--- src/rtl/evt_mon_pkg.sv ---
package evt_mon_pkg;
    localparam int DATA_W   = 32;
    localparam int ADDR_W   = 5;
    localparam int SRC_W    = 4;
    localparam int N_CNT    = 2;
    localparam int N_EVT    = (1 << SRC_W) - 1;
    localparam int BASE_EVT = 9;
    localparam int STRIDE   = 4;

    localparam logic [ADDR_W-1:0] CTRL_OFS = 5'h00;
    localparam logic [ADDR_W-1:0] CFG0_OFS = 5'h08;
    localparam logic [ADDR_W-1:0] VAL0_OFS = 5'h10;
    localparam logic [DATA_W-1:0] CNT_MAX  = '1;

    typedef struct packed {
        logic [SRC_W-1:0] src;
        logic             int_off;
    } cnt_cfg_t;

    typedef struct packed {
        logic cfg_we;
        logic val_we;
    } cnt_wr_t;

    // Counter n sits below counter 0 by STRIDE*n bytes.
    function automatic logic [ADDR_W-1:0] cfg_addr(input int n);
        return ADDR_W'(int'(CFG0_OFS) - STRIDE * n);
    endfunction

    function automatic logic [ADDR_W-1:0] val_addr(input int n);
        return ADDR_W'(int'(VAL0_OFS) - STRIDE * n);
    endfunction

    // Source code in bits [5:2], interrupt-off flag in bit 0.
    function automatic logic [DATA_W-1:0] cfg_to_word(input cnt_cfg_t c);
        return {{(DATA_W-SRC_W-2){1'b0}}, c.src, 1'b0, c.int_off};
    endfunction

    function automatic cnt_cfg_t word_to_cfg(input logic [DATA_W-1:0] w);
        cnt_cfg_t c;
        c.src     = w[SRC_W+1:2];
        c.int_off = w[0];
        return c;
    endfunction
endpackage

--- src/rtl/evt_mon_srcmux.sv ---
module evt_mon_srcmux
    import evt_mon_pkg::*;
#(
    parameter bit EXT_EVENTS = 1'b1
) (
    input  logic [N_EVT-1:0] evt_in,
    input  logic [SRC_W-1:0] src,
    output logic             hit
);
    localparam int LIVE_MAX = EXT_EVENTS ? N_EVT : BASE_EVT;

    always_comb begin
        hit = 1'b0;
        for (int k = 1; k <= N_EVT; k++) begin
            if (k <= LIVE_MAX && src == SRC_W'(k))
                hit = evt_in[k-1];
        end
    end
endmodule

--- src/rtl/evt_mon_counter.sv ---
module evt_mon_counter
    import evt_mon_pkg::*;
#(
    parameter bit EXT_EVENTS = 1'b1
) (
    input  logic              clk,
    input  logic              rst,
    input  logic              en,
    input  logic [N_EVT-1:0]  evt_in,
    input  cnt_wr_t           wr,
    input  logic [DATA_W-1:0] wdata,
    output cnt_cfg_t          cfg_q,
    output logic [DATA_W-1:0] val_q
);
    logic              hit;
    logic [DATA_W-1:0] val_d;

    evt_mon_srcmux #(.EXT_EVENTS(EXT_EVENTS)) u_mux (
        .evt_in (evt_in),
        .src    (cfg_q.src),
        .hit    (hit)
    );

    always_comb begin
        val_d = val_q;
        if (wr.val_we)
            val_d = wdata;
        else if (en && hit && val_q != CNT_MAX)
            val_d = val_q + 1'b1;
    end

    always_ff @(posedge clk) begin
        if (rst) begin
            cfg_q <= '0;
            val_q <= '0;
        end else begin
            if (wr.cfg_we)
                cfg_q <= word_to_cfg(wdata);
            val_q <= val_d;
        end
    end

    AST_WR_WINS: assert property (@(posedge clk) disable iff (rst)
        wr.val_we |=> val_q == $past(wdata));
    AST_SAT_HOLD: assert property (@(posedge clk) disable iff (rst)
        (val_q == CNT_MAX && !wr.val_we) |=> val_q == CNT_MAX);
    AST_EN_OFF: assert property (@(posedge clk) disable iff (rst)
        (!en && !wr.val_we) |=> $stable(val_q));
    AST_SRC_OFF: assert property (@(posedge clk) disable iff (rst)
        (cfg_q.src == '0 && !wr.val_we) |=> $stable(val_q));
    AST_STEP_ONE: assert property (@(posedge clk) disable iff (rst)
        !wr.val_we |=> (val_q == $past(val_q) || val_q == $past(val_q) + 1'b1));

    generate
        if (!EXT_EVENTS) begin : g_base_chk
            AST_BASE_UPPER: assert property (@(posedge clk) disable iff (rst)
                (cfg_q.src > SRC_W'(BASE_EVT) && !wr.val_we) |=> $stable(val_q));
        end
    endgenerate
endmodule

--- src/rtl/evt_mon_regdec.sv ---
module evt_mon_regdec
    import evt_mon_pkg::*;
(
    input  logic                         bus_sel,
    input  logic                         bus_wr,
    input  logic [ADDR_W-1:0]            bus_addr,
    input  logic                         ctrl_en,
    input  cnt_cfg_t [N_CNT-1:0]         cfg,
    input  logic [N_CNT-1:0][DATA_W-1:0] val,
    output logic                         ctrl_we,
    output cnt_wr_t [N_CNT-1:0]          wr,
    output logic [DATA_W-1:0]            rdata
);
    logic wr_cyc, rd_cyc;

    assign wr_cyc  = bus_sel && bus_wr;
    assign rd_cyc  = bus_sel && !bus_wr;
    assign ctrl_we = wr_cyc && bus_addr == CTRL_OFS;

    generate
        for (genvar n = 0; n < N_CNT; n++) begin : g_dec
            assign wr[n].cfg_we = wr_cyc && bus_addr == cfg_addr(n);
            assign wr[n].val_we = wr_cyc && bus_addr == val_addr(n);
        end
    endgenerate

    always_comb begin
        rdata = '0;
        if (rd_cyc) begin
            if (bus_addr == CTRL_OFS)
                rdata = {{(DATA_W-1){1'b0}}, ctrl_en};
            for (int n = 0; n < N_CNT; n++) begin
                if (bus_addr == cfg_addr(n))
                    rdata = cfg_to_word(cfg[n]);
                if (bus_addr == val_addr(n))
                    rdata = val[n];
            end
        end
    end
endmodule

--- src/rtl/evt_mon_unit.sv ---
module evt_mon_unit
    import evt_mon_pkg::*;
#(
    parameter bit EXT_EVENTS = 1'b1
) (
    input  logic              clk,
    input  logic              rst,
    input  logic              bus_sel,
    input  logic              bus_wr,
    input  logic [ADDR_W-1:0] bus_addr,
    input  logic [DATA_W-1:0] bus_wdata,
    output logic [DATA_W-1:0] bus_rdata,
    input  logic [N_EVT-1:0]  evt_in
);
    logic                         ctrl_en;
    logic                         ctrl_we;
    cnt_wr_t [N_CNT-1:0]          wr;
    cnt_cfg_t [N_CNT-1:0]         cfg;
    logic [N_CNT-1:0][DATA_W-1:0] val;

    evt_mon_regdec u_dec (
        .bus_sel  (bus_sel),
        .bus_wr   (bus_wr),
        .bus_addr (bus_addr),
        .ctrl_en  (ctrl_en),
        .cfg      (cfg),
        .val      (val),
        .ctrl_we  (ctrl_we),
        .wr       (wr),
        .rdata    (bus_rdata)
    );

    always_ff @(posedge clk) begin
        if (rst)
            ctrl_en <= 1'b0;
        else if (ctrl_we)
            ctrl_en <= bus_wdata[0];
    end

    generate
        for (genvar n = 0; n < N_CNT; n++) begin : g_cnt
            evt_mon_counter #(.EXT_EVENTS(EXT_EVENTS)) u_cnt (
                .clk    (clk),
                .rst    (rst),
                .en     (ctrl_en),
                .evt_in (evt_in),
                .wr     (wr[n]),
                .wdata  (bus_wdata),
                .cfg_q  (cfg[n]),
                .val_q  (val[n])
            );
        end
    endgenerate

    AST_CTRL_HOLD: assert property (@(posedge clk) disable iff (rst)
        !ctrl_we |=> $stable(ctrl_en));
    AST_ONE_TARGET: assert property (@(posedge clk) disable iff (rst)
        $countones({ctrl_we, wr}) <= 1);
endmodule

--- config.mk ---
export PLATFORM = sky130hd
export DESIGN_NAME = evt_mon_unit
export DESIGN_NICKNAME = d
export VERILOG_FILES = /design/src/rtl/evt_mon_pkg.sv /design/src/rtl/evt_mon_srcmux.sv /design/src/rtl/evt_mon_counter.sv /design/src/rtl/evt_mon_regdec.sv /design/src/rtl/evt_mon_unit.sv
export SDC_FILE = /design/constraint.sdc
export NUM_CORES = 1
export LEC_CHECK = 0
export ABC_AREA = 1
export ABC_CLOCK_PERIOD_IN_PS = 2550
export BUFFER_PORTS_ARGS = -buffer_cell sky130_fd_sc_hd__buf_2
export CORE_ASPECT_RATIO = 1.5
export CORE_MARGIN = 2
export CORE_UTILIZATION = 35
export CTS_BUF_LIST = sky130_fd_sc_hd__clkbuf_16
export CTS_CLUSTER_DIAMETER = 120
export DETAILED_ROUTE_END_ITERATION = 12
export HOLD_SLACK_MARGIN = 0.15
export PLACE_DENSITY_LB_ADDON = 0.25
export SLEW_MARGIN = 15
export SYNTH_ARGS = -nofsm -noshare
export SYNTH_HDL_FRONTEND = slang
export SYNTH_SLANG_ARGS = --single-unit
--- constraint.sdc ---
create_clock -name clk -period 2.55 [get_ports clk]
set_input_delay 0.51 -clock clk [delete_from_list [all_inputs] [get_ports clk]]
set_output_delay 0.51 -clock clk [all_outputs]
set_load 0.03 [all_outputs]
### Yosys cells after proc, flatten, opt, wreduce, memory -nomap -nowiden

Index checks and enable logic that the tools add are counted.

* add/subtract/negate cells: 2
* equality and inequality tests: 36
* muxes and demuxes: 40
* reductions and logical operators: 15

Operators by type and width (number)
* 32-bit two-way mux: 8
* 32-bit by 1-bit adder with 32-bit output, second input constant: 2
* 4-bit equality test, second input constant: 16
* 32-bit inequality test, second input constant: 2
* 4-bit by 3-bit equality test with 1-bit output, second input constant: 8
* 1-bit two-way mux: 31
* 4-bit by 2-bit equality test with 1-bit output, second input constant: 4
* 1-bit logical AND: 11
* 5-bit by 4-bit equality test with 1-bit output, second input constant: 2
* 4-bit by 1-bit equality test with 1-bit output, second input constant: 2
* 6-bit two-way mux: 1
* 5-bit by 3-bit equality test with 1-bit output, second input constant: 1
* 5-bit equality test, second input constant: 1
* 5-bit logical NOT: 1
* 2-bit nonzero test: 2
* 1-bit logical NOT: 1

* register bits after elaboration: 75
* input port bits: 56
* output and inout bits: 32

### Longest topological paths before layout

Gate-level depths: netlist of run 1.

* depth after elaboration: 20
* gate-level depth with buffers: 15
* gate-level depth less buffers: 14

### By module

Synthesis of run 1 repeated with hierarchy kept, for this count alone.

* cell total of the unflattened synthesis: 1100
* area total of the unflattened synthesis: 6553.8 µm²

By module, submodules not included
* evt_mon_counter (g_cnt[1].u_cnt): instances 1, cells each 425, area each 2553.7 µm², sequential area each 740.7 µm²
* evt_mon_counter (g_cnt[0].u_cnt): instances 1, cells each 424, area each 2527.4 µm², sequential area each 740.7 µm²
* evt_mon_regdec: instances 1, cells each 154, area each 967.2 µm², sequential area each 0.0 µm²
* evt_mon_srcmux (g_cnt[1].u_cnt.u_mux): instances 1, cells each 45, area each 234.0 µm², sequential area each 0.0 µm²
* evt_mon_srcmux (g_cnt[0].u_cnt.u_mux): instances 1, cells each 45, area each 226.5 µm², sequential area each 0.0 µm²
* evt_mon_unit: instances 1, cells each 7, area each 45.0 µm², sequential area each 20.0 µm²

### Worst setup path after synthesis of run 1

No wires, ideal clock.

* path type: input-to-output
* start: input bus_addr[1]
* end: output bus_rdata[4]
* arrival: 2.050 ns
* required time: 2.040 ns
* setup slack: -0.010 ns
* stages on the path: 6
* buffers on the path: 1
* cells stage by stage: nor2_2 nand2_1 nor3_2 clkbuf_1 a21oi_1 a311oi_1

* longest elaborated chain between the ends: 6
* elaborated cells on any way between the ends: 9
* classes of those cells: 4 x eq/ne; 5 x mux

RTL lines
* start, declared: RTL line evt_mon_unit.sv:10 `input logic [ADDR_W-1:0] bus_addr,`
* 5-bit by 4-bit equality test with 1-bit output: RTL line evt_mon_regdec.sv:33 `if (bus_addr == cfg_addr(n))`
* 6-bit two-way mux: RTL line evt_mon_regdec.sv:33
* 32-bit two-way mux: RTL line evt_mon_regdec.sv:35 `if (bus_addr == val_addr(n))`
* 32-bit two-way mux: RTL line evt_mon_regdec.sv:33
* 32-bit two-way mux (*): RTL line evt_mon_regdec.sv:35
* 32-bit two-way mux (*): RTL line evt_mon_regdec.sv:29 `if (rd_cyc) begin`
* end, declared: RTL line evt_mon_unit.sv:12 `output logic [DATA_W-1:0] bus_rdata,`

Every way passes the cells marked *; elsewhere a longest branch is shown, timed or not.

### Final worst setup path of run 1

* start: input bus_addr[1]
* end: output bus_rdata[31]

* longest elaborated chain between the ends: 5
* elaborated cells on any way between the ends: 7
* classes of those cells: 3 x eq/ne; 4 x mux

RTL lines (RTL line)
* 5-bit equality test: evt_mon_regdec.sv:35
* 32-bit two-way mux: evt_mon_regdec.sv:35
* 32-bit two-way mux: evt_mon_regdec.sv:33
* 32-bit two-way mux (*): evt_mon_regdec.sv:35
* 32-bit two-way mux (*): evt_mon_regdec.sv:29

Marked as above.

==> results of run 1 <==
==> cell type report <==
type	instances	area, um2
fillers	1841	9680
multi-input cells	801	3950
flip-flops and latches	75	1500
repair buffers	120	753
inverters	88	333
well taps	210	263
clock buffers	9	225
clock inverters	7	60.1
==> power by group through the flow <==
stage | combinational (mW) | sequential (mW) | clock [mW]
3_5_place_dp | 0.169 | 1.20 | 0
5_1_grt | 0.184 | 1.18 | 1.33
6_report | 0.175 | 1.18 | 1.27
3_3_place_gp | 0.169 | 1.20 | 0
4_1_cts | 0.169 | 1.18 | 1.29
2_1_floorplan | 0.0647 | 1.20 | 0
==> worst max-delay path, stage by stage <==
cell     delay [ns]
buf_2          0.10
nor2_2         0.17
nand2_1        0.14
nor3_4         0.19
buf_4          0.15
buf_12         0.16
nand2_1        0.08
a21oi_1        0.18
buf_2          0.25
==> what timing repair did <==
item,4_1_cts,5_1_grt
setup buffers,0,2
gates resized for setup,0,7
setup endpoints to repair,0,17
==> flip-flops by register name, indices dropped and copies added, names as in the netlist <==
name	count
g_cnt.u_cnt.cfg_q	10
g_cnt.u_cnt.val_q	64
ctrl_en	1
==> cells by family (layout without fill, tap and decap cells) <==
logic type	Yosys count	after routing	share of synthesized area (%)
simple gates	569	569	41.4
compound gates	180	180	15.9
buf+inv	141	224	9.74
fa+ha+maj	2	2	0.420
xor+xnor	50	50	7.34
flops	75	75	25.2
==> cells in the mapped netlist, types with 2 or more instances <==
cell	instances	area share, %
ha_1	2	0.42
a211oi_1	4	0.50
clkbuf_1	31	2.0
xnor2_1	17	2.5
o21ai_1	7	0.59
nand2_2	3	0.31
o21ai_0	60	5.0
buf_6	3	0.57
inv_1	79	5.0
nand3_2	2	0.34
a31oi_1	2	0.21
o31ai_1	2	0.25
nand3b_1	4	0.50
nand3_1	104	8.7
buf_2	14	1.2
nor2_2	8	0.84
o221ai_1	2	0.29
nor2_4	3	0.57
a21oi_1	96	8.1
xor2_1	33	4.8
dfxtp_1	75	25
nand4_1	21	2.2
nand2_1	320	20
inv_2	8	0.50
buf_4	3	0.38
nor2_1	75	4.7
nor3_1	21	1.8
buf_1	2	0.13
nor3_2	3	0.50
==> routing by layer <==
| layer | global-route usage (%) | share of wire (%) |
|---|---|---|
| met2 | 45.4 | 49 |
| met5 | 0 | 0 |
| met3 | 2.47 | 5.8 |
| met1 | 29.6 | 41 |
| met4 | 11.8 | 4.3 |
==> path summary, 6_finish.rpt <==
check             cells past startpoint  slack (ns)                       to
setup / recovery                      9        0.09            bus_rdata[31]
hold / removal                        2        0.51  g_cnt[0].u_cnt.val_q[3]
setup reg to reg                     13        0.19  g_cnt[0].u_cnt.val_q[6]
hold reg to reg                       2        0.51  g_cnt[0].u_cnt.val_q[3]
==> placed cells by master, fill, tap and decap left out, types with 2 or more instances in the layout <==
cell type / synthesis / final
a31oi_1: 2 / 2
nand4_1: 21 / 21
nand2_1: 320 / 320
nor3_2: 3 / 3
buf_4: 3 / 31
nand3_1: 104 / 103
nor2_4: 3 / 3
nand3b_1: 4 / 4
buf_2: 14 / 84
nor2_2: 8 / 9
o21ai_0: 60 / 60
xnor2_1: 17 / 17
a21oi_2: 1 / 11
clkinv_2: 0 / 3
clkinv_1: 1 / 2
clkbuf_16: 0 / 9
nand2_2: 3 / 3
nor2_1: 75 / 74
o21ai_1: 7 / 7
ha_1: 2 / 2
a211oi_1: 4 / 3
a21oi_1: 96 / 86
buf_12: 0 / 5
xor2_1: 33 / 33
nor3_1: 21 / 20
inv_2: 8 / 7
dfxtp_1: 75 / 75
inv_1: 79 / 80
o31ai_1: 2 / 2
o221ai_1: 2 / 2
nand3_2: 2 / 3
==> flow_summary.ini, run 1 <==
[critical_path]
crit_start = bus_addr[1]
critical_path.max_fanout = 27
endpoint_kind = primary output
worstSetupPathType = input port to primary output
required_ns = 2.04
r2r_start = g_cnt[0].u_cnt.val_q[0]
startpoint_type = input port
critical_path_arrival_ns = 1.95

[synthesis]
async_flop_share_pct = 0
ys_seq_area_share_pct = 25.2
syn_area_per_cell_um2 = 5.86
synth-seq-cells = 75
synthesis.nets = 1075
syn_area_um2 = 5960
synth-edff-count = 0
synth_ff_type = dfxtp_1
synth_cells = 1017
yosys.cell_types.count = 42
yosys_warnings = 0

[clock_tree]
cts_max_path_buffers = 2
cts_inserted_buffers = 9
cts_tree = yes
h-tree-depth = 3
clock-root-buffer = clkbuf_16
cts.sinks = 75
clk_pin_slew_ns = 0.06
clkLatencyLatePin_ns = 0.34
cts_hold_buf = 0

[timing]
period_minus_slack_ns = 2.46
final_max_slew_viol_count = 0
hold_viol_final = 0
max_freq_mhz = 407
fin_crit_sh_pct = 96.4
relSlewSlack_pct = 50.0
hold_ws_ns = 0.509
setup_viol = 0
finalSetupTns_ns = 0
clock_skew_ns = 0.0110
tightest_slew_ns = 0.749
worst_slack_ns = 0.0920

[pwr]
switchingPower_uw = 650
ir_worst_vdd_uv = 272
seqPwrFrac_pct = 44.9
swShare_pct = 24.8
power_density_nw_per_um2 = 370
power.leakage_nw = 2.70
p_comb_share_pct = 6.7
power_mw = 2.62
cellInternalPower_mw = 1.97
clockPowerShare_pct = 48.4

[job]
max_cap_viol_count = 0

[detailed_routing]
routed_wl_um = 22900
drt_iter0_drc = 547
drt-pass1-iter-count = 5
post_drt_wl_per_cell_um = 17.5
drtAntennaViolNets = 0
vias = 7125
drcViolationCount = 0
viasPerCell = 5.44

[global_routing]
grt_max_degree = 61
antenna_found_initial = 0
grt-ovfl-total = 0
grt_pass1_wl_um = 36000
grt.total_usage_pct = 25.0
grt_pass1_vias = 6734

[die]
fp.dieH_um = 164
row_count = 58
design.core.area_um2 = 16800
io_pins = 88
fp.dieW_um = 111
start_util_pct = 35.6
fp.dieArea_um2 = 18100

[layout]
drive_above_1_share_pct = 16.3
nNetsFinal = 1153
area_growth_syn_to_layout_pct = 18.8
finalNonFillerCells = 1310
antenna_cells = 0
design_area_um2 = 7080
utilization_pct = 42.3

[placement]
hpwl_um = 17300
dp_cells = 1292
port_buffers = 87
globalplace.congestion = 0.950
pre_cts_slack_ns = 0.106
placed_cell_area_um2 = 6760

[min_path]
hold_start = g_cnt[0].u_cnt.val_q[3]
min_path_type = flip-flop to flip-flop

[status]
status = finished, final reports clean
Note: power is estimated with default switching activity, not from simulation.
==> run 2, diff against run 1 <==
--- a/config.mk
+++ b/config.mk
@@ -6,7 +6,7 @@
 export NUM_CORES = 1
 export LEC_CHECK = 0
 export ABC_AREA = 1
-export ABC_CLOCK_PERIOD_IN_PS = 2550
+export ABC_CLOCK_PERIOD_IN_PS = 2440
 export BUFFER_PORTS_ARGS = -buffer_cell sky130_fd_sc_hd__buf_2
 export CORE_ASPECT_RATIO = 1.5
 export CORE_MARGIN = 2
@@ -15,7 +15,7 @@
 export CTS_CLUSTER_DIAMETER = 120
 export DETAILED_ROUTE_END_ITERATION = 12
 export HOLD_SLACK_MARGIN = 0.15
-export PLACE_DENSITY_LB_ADDON = 0.25
+export PLACE_DENSITY = 0.52
 export SLEW_MARGIN = 15
 export SYNTH_ARGS = -nofsm -noshare
 export SYNTH_HDL_FRONTEND = slang
==> constraint.sdc (replaced) <==
create_clock -name clk -period 2.44 [get_ports clk]
set_input_delay 0.488 -clock clk [delete_from_list [all_inputs] [get_ports clk]]
set_output_delay 0.488 -clock clk [all_outputs]
set_load 0.03 [all_outputs]
==> run 2 against run 1 <==
  * Final cell count grew 1.2%
  * Non-clock buffer count is 15 higher
  * Core utilization rose by 0.73 points
  * Critical endpoint is now bus_rdata[12]
  * Largest power group unchanged
==> flow_summary.ini, run 2 (synthesis results as in run 1) <==
[status]
status = finished, final reports clean

[clock_tree]
cts_tree = yes
cts_inserted_buffers = 9
clock-root-buffer = clkbuf_16
cts.sinks = 75
cts_setup_buffers = 0
clkLatencyLatePin_ns = 0.35
h-tree-depth = 3
cts_max_path_buffers = 2
clk_pin_slew_ns = 0.06
cts_hold_buf = 0

[job]
max_cap_viol_count = 0

[global_routing]
grt-ovfl-total = 0
grt_pass1_vias = 6959
grt_max_degree = 61
antenna_found_initial = 5
grt_pass1_wl_um = 37700
grt.total_usage_pct = 26.5

[detailed_routing]
vias = 7106
drt-pass1-iter-count = 6
routed_wl_um = 23900
viasPerCell = 5.36
drtAntennaViolNets = 0
drcViolationCount = 0
post_drt_wl_per_cell_um = 18.0
drt_iter0_drc = 426

[critical_path]
slowest_delay_ns = 0.25
reg2reg_depth = 13
worstSetupPathType = input port to primary output
cp.depth = 8
crit_start = bus_addr[1]
setup.worst_path.end = bus_rdata[12]
critical_path.max_fanout = 29
r2r_start = g_cnt[1].u_cnt.val_q[0]
critPathTopFamily = buffers and inverters
crit_buf_inv = 3
startpoint_type = input port
crit_chain = buf_2, nor2_2, nand2_1, nor3_4, buf_12, nand2_1, a21oi_1, clkbuf_4
regToRegSetupSlack_ns = 0.20
required_ns = 1.95
cp_common_cell = nand2_1
reg2reg_to = g_cnt[1].u_cnt.val_q[21]
cp_slowest_cell = clkbuf_4
endpoint_kind = primary output
critical_path_arrival_ns = 1.83

[die]
start_util_pct = 35.6
fp.dieW_um = 111
row_count = 58
io_pins = 88
fp.dieArea_um2 = 18100
design.core.area_um2 = 16800
fp.dieH_um = 164

[pwr]
power_mw = 2.80
power.leakage_nw = 2.77
ir_worst_vdd_uv = 240
power_density_nw_per_um2 = 388

[layout]
layout_common_cells = nand2_1 (320), nand3_1 (104), a21oi_1 (86)
area_growth_syn_to_layout_pct = 20.9
drive_above_1_share_pct = 17.8
final_common_cell = nand2_1
fill_cells = 1905
top_regs = g_cnt.u_cnt.val_q (64), g_cnt.u_cnt.cfg_q (10), ctrl_en (1)
top_register = g_cnt.u_cnt.val_q
largest_reg_flops = 64
utilization_pct = 43.0
nNetsFinal = 1168

[timing]
hold_viol_final = 0
final_max_slew_viol_count = 0
rsz0062_at_grt = true
tightest_slew_ns = 0.736
clock_skew_ns = 0.00710
hold_ws_ns = 0.502
relSlewSlack_pct = 51.0
setup_viol = 0
period_minus_slack_ns = 2.32
fin_crit_sh_pct = 95.2
max_freq_mhz = 431
worst_slack_ns = 0.118

[min_path]
min_path_type = flip-flop to flip-flop
min_path_cells = 2

[placement]
globalplace.congestion = 0.960
port_buffers = 87
pre_cts_slack_ns = 0.0174
hpwl_um = 18600
## run 2: how the worst min path moves through the flow
stage / start / end
CTS: bus_wdata[24] / g_cnt[1].u_cnt.val_q[24]
global route: bus_wdata[0] / g_cnt[1].u_cnt.cfg_q[0]
global placement: g_cnt[0].u_cnt.val_q[3] / g_cnt[0].u_cnt.val_q[3]
floorplan: g_cnt[0].u_cnt.cfg_q[3] / g_cnt[0].u_cnt.cfg_q[3]
detailed placement: g_cnt[0].u_cnt.val_q[3] / g_cnt[0].u_cnt.val_q[3]
finish: g_cnt[0].u_cnt.val_q[3] / g_cnt[0].u_cnt.val_q[3]
## run 2: what timing repair did
item,in CTS,in global routing
endpoints found under the setup margin,0,32
gates resized for setup,0,9
endpoints found under the hold margin,0,0
## run 2: where the power goes
part | internal (mW) | leakage (nW) | switching, mW
Sequential | 1.23 | 0.604 | 0.00310
Clock | 0.789 | 0.139 | 0.595
Combinational | 0.0530 | 2.03 | 0.129
## run 2: stage by stage
stage / instance area (um2) / cells / TNS [ns]
2_1_floorplan: 6010 / 1017 / 0
3_5_place_dp: 6890 / 1309 / 0
5_1_grt: 7200 / 1325 / -0.0104
6_report: 7210 / 1326 / 0
4_1_cts: 7180 / 1325 / 0
3_3_place_gp: 6890 / 1309 / 0
## run 2: metal layers
layer	vias to the layer above	GRT usage (%)	wire (um)
met5	-	0	34
met3	66	4.06	1400
met2	251	48.8	12000
met4	6	15.7	1350
met1	3271	28.7	9180
li1	3512	-	-
## run 2: cell type report
type                            count  area (um2)  share of cell area (%)
Tap cell                          210         263                    3.65
Timing Repair Buffer              135         870                    12.1
Clock inverter                      7        67.6                   0.938
Sequential cell                    75        1500                    20.9
Inverter                           88         330                    4.58
Clock buffer                        9         225                    3.13
Antenna cell                        1        2.50                  0.0347
Multi-Input combinational cell    801        3950                    54.8
## run 2: tightest hold or removal path: stages, from the launching register on
cell and delay [ns]:
dfxtp_1 0.32, nand3_1 0.08, a21oi_1 0.06
